[src/rtl/sam_pkg.sv]
package sam_pkg;
  localparam int FIELD_W = 5;
  localparam int DATA_W  = 8;

  localparam logic [FIELD_W-1:0] PG_STATUS = 5'd1;
  localparam logic [FIELD_W-1:0] PG_CTRL   = 5'd2;
  localparam logic [FIELD_W-1:0] PG_MATCH  = 5'd3;
  localparam logic [FIELD_W-1:0] PG_STORE0 = 5'd16;

  localparam logic [FIELD_W-1:0] RG_TP_CHG  = 5'd6;
  localparam logic [FIELD_W-1:0] RG_AUI_CHG = 5'd7;
  localparam logic [FIELD_W-1:0] RG_TP_MAT  = 5'd8;
  localparam logic [FIELD_W-1:0] RG_AUI_MAT = 5'd9;
endpackage

[src/rtl/sam_port_tracker.sv]
module sam_port_tracker #(
  parameter int ADDR_W = 48,
  parameter int NB     = ADDR_W / 8
) (
  input  logic              clk,
  input  logic              rst,
  input  logic              frame_v,
  input  logic [ADDR_W-1:0] frame_sa,
  input  logic [ADDR_W-1:0] match_sa,
  input  logic [NB-1:0]     wr_byte,
  input  logic [7:0]        wr_data,
  output logic [ADDR_W-1:0] last_sa,
  output logic              chg_evt,
  output logic              mat_evt
);
  logic              known_q;
  logic [ADDR_W-1:0] last_q;

  always_ff @(posedge clk) begin
    if (rst)
      known_q <= 1'b0;
    else if (frame_v || (|wr_byte))
      known_q <= 1'b1;
  end

  // address store has no reset: its content is undefined until first use
  always_ff @(posedge clk) begin
    if (frame_v)
      last_q <= frame_sa;
    else
      for (int b = 0; b < NB; b++)
        if (wr_byte[b])
          last_q[b*8 +: 8] <= wr_data;
  end

  assign last_sa = last_q;
  assign chg_evt = frame_v && (!known_q || (frame_sa != last_q));
  assign mat_evt = frame_v && (frame_sa == match_sa);
endmodule

[src/rtl/sam_status_bank.sv]
module sam_status_bank #(
  parameter int NP = 9
) (
  input  logic          clk,
  input  logic          rst,
  input  logic [NP-1:0] chg_evt,
  input  logic [NP-1:0] mat_evt,
  input  logic [NP-1:0] clr_chg,
  input  logic [NP-1:0] clr_mat,
  input  logic [NP-1:0] en_chg_we,
  input  logic [NP-1:0] en_mat_we,
  input  logic [NP-1:0] en_chg_d,
  input  logic [NP-1:0] en_mat_d,
  output logic [NP-1:0] st_chg,
  output logic [NP-1:0] st_mat,
  output logic [NP-1:0] en_chg,
  output logic [NP-1:0] en_mat,
  output logic          irq
);
  always_ff @(posedge clk) begin
    if (rst) begin
      st_chg <= '0;
      st_mat <= '0;
      en_chg <= '0;
      en_mat <= '0;
    end else begin
      // a new event outranks a read-clear in the same cycle
      st_chg <= (st_chg & ~clr_chg) | chg_evt;
      st_mat <= (st_mat & ~clr_mat) | mat_evt;
      en_chg <= (en_chg & ~en_chg_we) | (en_chg_d & en_chg_we);
      en_mat <= (en_mat & ~en_mat_we) | (en_mat_d & en_mat_we);
    end
  end

  assign irq = |((st_chg & en_chg) | (st_mat & en_mat));
endmodule

[src/rtl/sam_reg_if.sv]
module sam_reg_if
  import sam_pkg::*;
#(
  parameter int NUM_TP = 8,
  parameter int ADDR_W = 48,
  parameter int NP     = NUM_TP + 1,
  parameter int NB     = ADDR_W / 8
) (
  input  logic                       clk,
  input  logic                       rst,
  input  logic [FIELD_W-1:0]         page,
  input  logic [FIELD_W-1:0]         addr,
  input  logic                       wr,
  input  logic                       rd,
  input  logic [DATA_W-1:0]          wdata,
  input  logic [NP-1:0]              st_chg,
  input  logic [NP-1:0]              st_mat,
  input  logic [NP-1:0]              en_chg,
  input  logic [NP-1:0]              en_mat,
  input  logic [NP-1:0][ADDR_W-1:0]  last_sa,
  output logic [NP-1:0]              clr_chg,
  output logic [NP-1:0]              clr_mat,
  output logic [NP-1:0]              en_chg_we,
  output logic [NP-1:0]              en_mat_we,
  output logic [NP-1:0]              en_chg_d,
  output logic [NP-1:0]              en_mat_d,
  output logic [NP-1:0][NB-1:0]      store_wr,
  output logic [ADDR_W-1:0]          match_sa,
  output logic [DATA_W-1:0]          rdata
);
  logic [ADDR_W-1:0] match_q;
  logic [DATA_W-1:0] rd_mux;
  logic s_tp_chg, s_aui_chg, s_tp_mat, s_aui_mat;
  logic c_tp_chg, c_aui_chg, c_tp_mat, c_aui_mat;

  function automatic logic [DATA_W-1:0] tp_byte(input logic [NP-1:0] v);
    logic [DATA_W-1:0] r;
    r = '0;
    r[NUM_TP-1:0] = v[NUM_TP-1:0];
    return r;
  endfunction

  function automatic logic [DATA_W-1:0] aui_byte(input logic [NP-1:0] v);
    return {v[NP-1], 7'b0};
  endfunction

  assign s_tp_chg  = (page == PG_STATUS) && (addr == RG_TP_CHG);
  assign s_aui_chg = (page == PG_STATUS) && (addr == RG_AUI_CHG);
  assign s_tp_mat  = (page == PG_STATUS) && (addr == RG_TP_MAT);
  assign s_aui_mat = (page == PG_STATUS) && (addr == RG_AUI_MAT);
  assign c_tp_chg  = (page == PG_CTRL) && (addr == RG_TP_CHG);
  assign c_aui_chg = (page == PG_CTRL) && (addr == RG_AUI_CHG);
  assign c_tp_mat  = (page == PG_CTRL) && (addr == RG_TP_MAT);
  assign c_aui_mat = (page == PG_CTRL) && (addr == RG_AUI_MAT);

  assign clr_chg   = rd ? {s_aui_chg, {NUM_TP{s_tp_chg}}} : '0;
  assign clr_mat   = rd ? {s_aui_mat, {NUM_TP{s_tp_mat}}} : '0;
  assign en_chg_we = wr ? {c_aui_chg, {NUM_TP{c_tp_chg}}} : '0;
  assign en_mat_we = wr ? {c_aui_mat, {NUM_TP{c_tp_mat}}} : '0;
  assign en_chg_d  = {wdata[7], wdata[NUM_TP-1:0]};
  assign en_mat_d  = {wdata[7], wdata[NUM_TP-1:0]};

  always_comb begin
    for (int p = 0; p < NP; p++)
      for (int b = 0; b < NB; b++)
        store_wr[p][b] = wr && (page == PG_STORE0 + FIELD_W'(p)) &&
                         (addr == FIELD_W'(b));
  end

  always_ff @(posedge clk) begin
    if (rst)
      match_q <= '0;
    else if (wr && (page == PG_MATCH))
      for (int b = 0; b < NB; b++)
        if (addr == FIELD_W'(b))
          match_q[b*8 +: 8] <= wdata;
  end
  assign match_sa = match_q;

  always_comb begin
    rd_mux = '0;
    if (page == PG_STATUS || page == PG_CTRL) begin
      case (addr)
        RG_TP_CHG:  rd_mux = tp_byte(page == PG_STATUS ? st_chg : en_chg);
        RG_AUI_CHG: rd_mux = aui_byte(page == PG_STATUS ? st_chg : en_chg);
        RG_TP_MAT:  rd_mux = tp_byte(page == PG_STATUS ? st_mat : en_mat);
        RG_AUI_MAT: rd_mux = aui_byte(page == PG_STATUS ? st_mat : en_mat);
        default:    rd_mux = '0;
      endcase
    end
    for (int b = 0; b < NB; b++)
      if (page == PG_MATCH && addr == FIELD_W'(b))
        rd_mux = match_q[b*8 +: 8];
    for (int p = 0; p < NP; p++)
      for (int b = 0; b < NB; b++)
        if (page == PG_STORE0 + FIELD_W'(p) && addr == FIELD_W'(b))
          rd_mux = last_sa[p][b*8 +: 8];
  end

  always_ff @(posedge clk) begin
    if (rst)
      rdata <= '0;
    else if (rd)
      rdata <= rd_mux;
  end
endmodule

[src/rtl/sa_port_monitor.sv]
module sa_port_monitor
  import sam_pkg::*;
#(
  parameter int NUM_TP = 8,
  parameter int ADDR_W = 48
) (
  input  logic                          clk,
  input  logic                          rst,
  input  logic [NUM_TP:0]               rx_valid,
  input  logic [NUM_TP:0][ADDR_W-1:0]   rx_sa,
  input  logic [FIELD_W-1:0]            reg_page,
  input  logic [FIELD_W-1:0]            reg_addr,
  input  logic                          reg_wr,
  input  logic                          reg_rd,
  input  logic [DATA_W-1:0]             reg_wdata,
  output logic [DATA_W-1:0]             reg_rdata,
  output logic                          irq
);
  localparam int NP = NUM_TP + 1;
  localparam int NB = ADDR_W / 8;

  logic [NP-1:0][ADDR_W-1:0] last_sa;
  logic [NP-1:0][NB-1:0]     store_wr;
  logic [ADDR_W-1:0]         match_sa;
  logic [NP-1:0] chg_evt, mat_evt, clr_chg, clr_mat;
  logic [NP-1:0] en_chg_we, en_mat_we, en_chg_d, en_mat_d;
  logic [NP-1:0] st_chg, st_mat, en_chg, en_mat;

  for (genvar g = 0; g < NP; g++) begin : g_port
    sam_port_tracker #(.ADDR_W(ADDR_W), .NB(NB)) u_trk (
      .clk      (clk),
      .rst      (rst),
      .frame_v  (rx_valid[g]),
      .frame_sa (rx_sa[g]),
      .match_sa (match_sa),
      .wr_byte  (store_wr[g]),
      .wr_data  (reg_wdata),
      .last_sa  (last_sa[g]),
      .chg_evt  (chg_evt[g]),
      .mat_evt  (mat_evt[g])
    );
  end

  sam_status_bank #(.NP(NP)) u_bank (
    .clk       (clk),
    .rst       (rst),
    .chg_evt   (chg_evt),
    .mat_evt   (mat_evt),
    .clr_chg   (clr_chg),
    .clr_mat   (clr_mat),
    .en_chg_we (en_chg_we),
    .en_mat_we (en_mat_we),
    .en_chg_d  (en_chg_d),
    .en_mat_d  (en_mat_d),
    .st_chg    (st_chg),
    .st_mat    (st_mat),
    .en_chg    (en_chg),
    .en_mat    (en_mat),
    .irq       (irq)
  );

  sam_reg_if #(.NUM_TP(NUM_TP), .ADDR_W(ADDR_W), .NP(NP), .NB(NB)) u_regs (
    .clk       (clk),
    .rst       (rst),
    .page      (reg_page),
    .addr      (reg_addr),
    .wr        (reg_wr),
    .rd        (reg_rd),
    .wdata     (reg_wdata),
    .st_chg    (st_chg),
    .st_mat    (st_mat),
    .en_chg    (en_chg),
    .en_mat    (en_mat),
    .last_sa   (last_sa),
    .clr_chg   (clr_chg),
    .clr_mat   (clr_mat),
    .en_chg_we (en_chg_we),
    .en_mat_we (en_mat_we),
    .en_chg_d  (en_chg_d),
    .en_mat_d  (en_mat_d),
    .store_wr  (store_wr),
    .match_sa  (match_sa),
    .rdata     (reg_rdata)
  );
endmodule

[config.mk]
export PLATFORM = sky130hd
export DESIGN_NAME = sa_port_monitor
export DESIGN_NICKNAME = d
export VERILOG_FILES = /design/src/rtl/sam_pkg.sv /design/src/rtl/sam_port_tracker.sv /design/src/rtl/sam_status_bank.sv /design/src/rtl/sam_reg_if.sv /design/src/rtl/sa_port_monitor.sv
export SDC_FILE = /design/constraint.sdc
export NUM_CORES = 2
export LEC_CHECK = 0
export BUFFER_PORTS_ARGS = -buffer_cell sky130_fd_sc_hd__buf_2
export CAP_MARGIN = 20
export CORE_ASPECT_RATIO = 0.9
export CORE_UTILIZATION = 32
export CTS_BUF_LIST = sky130_fd_sc_hd__clkbuf_4
export CTS_CLUSTER_DIAMETER = 100
export DETAILED_ROUTE_END_ITERATION = 12
export HOLD_SLACK_MARGIN = 0.05
export PLACE_DENSITY_LB_ADDON = 0.15
export SLEW_MARGIN = 10
export SYNTH_ARGS = -nofsm -noshare
export SYNTH_HDL_FRONTEND = slang
export SYNTH_SLANG_ARGS = --single-unit
[constraint.sdc]
create_clock -name clk -period 2.1 [get_ports clk]
set_input_delay 0.105 -clock clk [delete_from_list [all_inputs] [get_ports clk]]
set_output_delay 0.105 -clock clk [all_outputs]
set_load 0.02 [all_outputs]
==> results of run 1 <==
Yosys cell counts (12+ instances only):
library cell and count:
a221oi_1 68, xor2_1 348, a211oi_1 22, o22ai_1 107
a22oi_1 42, o2bb2ai_1 16, xnor2_1 391, nor4_1 144
a31oi_1 19, a222oi_1 20, o31ai_1 13, mux2i_1 25
o221ai_1 19, a21oi_1 160, o21ai_0 105, nand2_1 1074
inv_1 123, edfxtp_1 432, a21o_1 39, nor4_2 13
or3_1 17, a22o_1 15, buf_1 40, nand2b_1 74
nand4_1 161, nand3_1 72, o211ai_1 19, nor3_1 54
dfxtp_1 101, nor2_1 141, and3_1 14, o2111ai_1 12
clkbuf_1 154, buf_2 49
cells by family after synthesis:
group | Yosys count | share of synthesized area
simple gates | 1816 | 0.227
compound gates | 777 | 0.144
xor+xnor | 739 | 0.175
flops | 533 | 0.406
buf+inv | 374 | 0.0404
mux | 27 | 0.00738
metrics by stage:
step                cells  TNS [ps]  cell area (um2)
detailed placement   7081   -100340            50400
floorplan            4266     -3830            37000
global placement     7081   -105510            50400
==> impl_results.md, run 1 <==
- Num Clock Sinks: about 530
- Die Ht: ~320 um
- Area leader, netlist: edfxtp_1
- Synth area leaders: edfxtp_1 (35%), nand2_1 (11%), xnor2_1 (9.3%)
- CTS Root Cell: clkbuf_4
- Area of the mapped netlist: 37000 um2
- Std cell rows: between 100 and 150
- Status: stopped before the end
- Top-level port count: between 400 and 500
- Buffers on Ports: between 400 and 500
- Post-Syn Instances: 4266
- First Err: [ERROR RSZ-0060] Max buffer count reached.
- Yosys top cell area share: 0.351
- Total setup buffers inserted after CTS: 43
- CTS resizes: 232
- Pre-CTS setup slack: -1250 ps
- RePlAce Congestion: around 1.1
- Yosys cell types: a little under 90
- Die width: 360 um
- Syn Nets: approximately 4700
- Synth warn: 0
- Seq/Total Area, Yosys: 0.406
- H-tree level count: 4
- Hpwl dp: ~220000 um
- Clk buf depth: 3
- Post-synth ARST share: 0
- CTS Hold Bufs: 1483
- Syn_area_per_cell: about 8.7 um2
- CTS Buf Count: approximately 160
- Synth Flop Type: edfxtp_1
- Post-synth EDFFs: 432
- Initial core utilization: 0.325
- Post-synthesis register bit count: 533
- Last stage: 4_1_cts
==> run 2: changes to the inputs <==
Settings changed: CORE_ASPECT_RATIO 0.9 to default, CORE_UTILIZATION 32 to 20, CTS_BUF_LIST sky130_fd_sc_hd__clkbuf_4 to default, CTS_CLUSTER_DIAMETER 100 to default, HOLD_SLACK_MARGIN 0.05 to default.
Clock period 2.1 ns to 2.7 ns, I/O delays scaled along.
==> run 2 against run 1 <==
Effect of this change: synthesized area unchanged; synthesized cell count stayed put; the flow now finishes, with violations (negative setup slack).
==> impl_results.md, run 2 <==
- Global route overflow: 0
- Critical Setup Path Class: reg2reg
- Status: finished with violations
- Most frequent cell after synthesis: nand2_1
- Clk buf depth: 3
- 1st-iter DRT viols: roughly 6300
- # nets final: about 6200
- Area of the mapped netlist: around 37000 um2
- Drt pass-1 iters: 8
- GRT Util Overall: 0.304
- Sequential standard cell area: 15000 um2
- Number of max-cap violations: 0
- Max Fanout on Critical Path: 7
- Worst Reg2Reg Path Length in Cells: 7
- Seq/Total Area, Yosys: 0.406
- Crit path capture: u_bank.st_mat[6]
- CTS Root Cell: clkbuf_16
- Post-synthesis register bit count: 533
- Fill cell count: slightly below 20000
- Max layer used: met5
- Initial antenna violation count: 23
- Complex-gate fraction of the synthesized area: 0.144
- Final worst path period share: 1.00
- Die Ht: approximately 430 um
- Num Clock Sinks: around 530
- Commonest non-fill, non-tap cell in the layout: nand2_1
- Crit. End Element: flop
- Startpoint Class: flop
- Cell Area, Placed: 47600 um2
- Min Tclk post-route: about 2700 ps
- Synth area leaders: edfxtp_1 (35%), nand2_1 (11%), xnor2_1 (9.3%)
- Yosys cell types: 89
- Wirelength per Cell: 35.5 um
- Critical path's slowest cell: dfxtp_2
- Final hold vios: 0
- Core ar.: 183000 um2
- Slew Viols, Final: 0
- Pwr dens: ~470 nW/um2
- Largest stage delay, worst path: 890 ps
- Global-route wire length before repair: 381000 um
- Post-synthesis mux area share: 0.00738
- RSZ-0062 raised after global routing: no
- Largest family of logic cells by synthesized area: simple AND/OR/NAND/NOR gates
- Final Setup Violations: 1
- Cell Chain, Critical Path: xnor2_1, nand4_1, or4_1, nor4_1, buf_4, a21oi_1, nor2_1
- Worst vdd ir: around 0.46 mV
- Area leader, netlist: edfxtp_1
- Setup ws final: -10.7 ps
- Reg2Reg Setup Slack: -10 ps
- Hold Crit Class: in2reg
- Total die area: around 190000 um2
- Vias in the first global route: 40880
- CTS Buf Count: 75
- Post-Synth Adder-Cell Area: 0
- Std cell rows: 157
- Area of the multi-input gates: 20600 um2
- Synth Flop Type: edfxtp_1
- Largest net degree at the start of global routing: 64
- Fmax: between 300 and 400 MHz
- Slew margin rel.: 0.337
- Clock-pin slew on the worst setup and hold paths: roughly 70 ps
- WL final: 293000 um
- Worst flop-to-flop path startpoint: u_regs.match_sa[47]
- CTS tree: done
- Met3 WL: roughly 22000 um
- H-tree level count: 3
- Share of cells above drive strength 1: 0.237
- Drt drc: 0
- Top post-synthesis cells by count: nand2_1 (1074), edfxtp_1 (432), xnor2_1 (391), xor2_1 (348), nand4_1 (161)
- Post-Route M1 WL: about 120000 um
- RePlAce Congestion: between 1 and 1.5
- Design Area, Final: between 50000 and 60000 um2
- Met2 WL: about 130000 um
- Max FFs per register: 432
- Pleak: between 0.02 and 0.025 uW
- Post-Synth XOR/XNOR Area: 0.175
- Die width: between 400 and 500 um
- Initial core utilization: 0.202
- Final Util: 0.299
- Synth warn: 0
- Pre-CTS setup slack: -695 ps
- Syn_area_per_cell: roughly 8.7 um2
- Top-level port count: between 400 and 500
- Post-synth EDFFs: between 400 and 500
- Failing checks: negative setup slack
- Cells after DPL: roughly 7600
- Post-synth ARST share: 0
- Vias: between 40000 and 50000
- Critical Path Start: u_regs.match_sa[47]
- Critical path data required time: 3350 ps
- Syn Nets: roughly 4700
- Post-route ant nets: 0
- Post-Syn Instances: roughly 4300
- Synth Area in Simple Gates: 0.227
- Via density: 5.21
- Hpwl dp: 233000 um
- Most frequent cells in the layout: nand2_1 (1069), buf_4 (609), dlygate4sd3_1 (472), buf_2 (470), edfxtp_1 (432)
- Clock latency on the worst-skew pair: 740 ps
- Yosys top cell area share: 0.351
- Buffers on Ports: 471
- Worst-margin pin slew: ~1000 ps
- Setup Skew: 48.7 ps
- WP data arrival: between 3000 and 4000 ps
- Area Overhead vs Synth: 48.3%
- Fin cells: between 8000 and 9000
- Reg-to-Reg End: u_bank.st_mat[6]
==> run 2: cell counts after synthesis <==
Identical to the previous run, type by type.
==> run 2: critical path: cells and delay by family (launching register included) <==
family / cells / cell delay [ps]
simple gates: 4 / 1270
flops: 1 / 890
buf+inv: 1 / 230
xor+xnor: 1 / 190
compound gates: 1 / 40
==> run 2: repair_timing <==
| item | 4_1_cts | 5_1_grt |
|---|---|---|
| endpoints found under the setup margin | 7 | 6 |
| endpoints found under the hold margin | 474 | 0 |
| resized for setup | 6 | 9 |
| setup buffers | 0 | 2 |
| hold buffers | 472 | 0 |
| pin swaps | 0 | 1 |
==> run 2: per-layer routing <==
layer,track usage,vias to the layer above
met5,0,-
met2,0.480,2481
met4,0.164,6
met1,0.396,21729
met3,0.0473,529
li1,-,18273
==> run 2: metrics by stage <==
stage          TNS [ps]  hold slack (ps)  power [uW]
2_1_floorplan         0              318       12200
3_5_place_dp      -5380              413       15100
3_3_place_gp     -10620              415       15100
4_1_cts               0             15.4       25900
6_report          -10.7             35.1       25900
5_1_grt               0             38.5       26400
==> run 2: how the worst min path moves through the flow <==
stage / slack, ps / startpoint / end / cells after the start
2_1_floorplan: 320 / rx_sa[0] / g_port[0].u_trk.last_sa[0] / 2
3_3_place_gp: 410 / rst / u_regs.match_sa[38] / 2
3_5_place_dp: 410 / rst / u_regs.match_sa[38] / 2
4_1_cts: 20 / rx_valid[5] / g_port[5].u_trk.last_sa[33] / 3
5_1_grt: 40 / rx_valid[3] / g_port[3].u_trk.last_sa[1] / 4
6_report: 40 / rx_valid[3] / g_port[3].u_trk.last_sa[9] / 4
==> run 2: cell families after synthesis <==
logic type,count (synthesis)
XOR/XNOR,739
AO/OA/AOI/OAI,777
AND/OR/NAND/NOR,1816
flip-flops,533
buffers and inverters,374
multiplexers,27
==> run 2: layout make-up <==
class / instances / area share
clock inverter: 43 / 0.00634
clock buffer: 94 / 0.0374
sequential: 533 / 0.274
tap: 2464 / 0.0562
inverter: 125 / 0.00862
timing repair buffer: 1630 / 0.241
antenna: 8 / 0.000365
multi-input combinational: 3359 / 0.376
==> run 2: where the power goes <==
group          switching [uW]  leakage [uW]  internal [uW]
registers                1070       0.00505           9680
clock network            4410       0.00118           5850
logic                    2800        0.0162           2050
(Power assumes the default switching activity.)
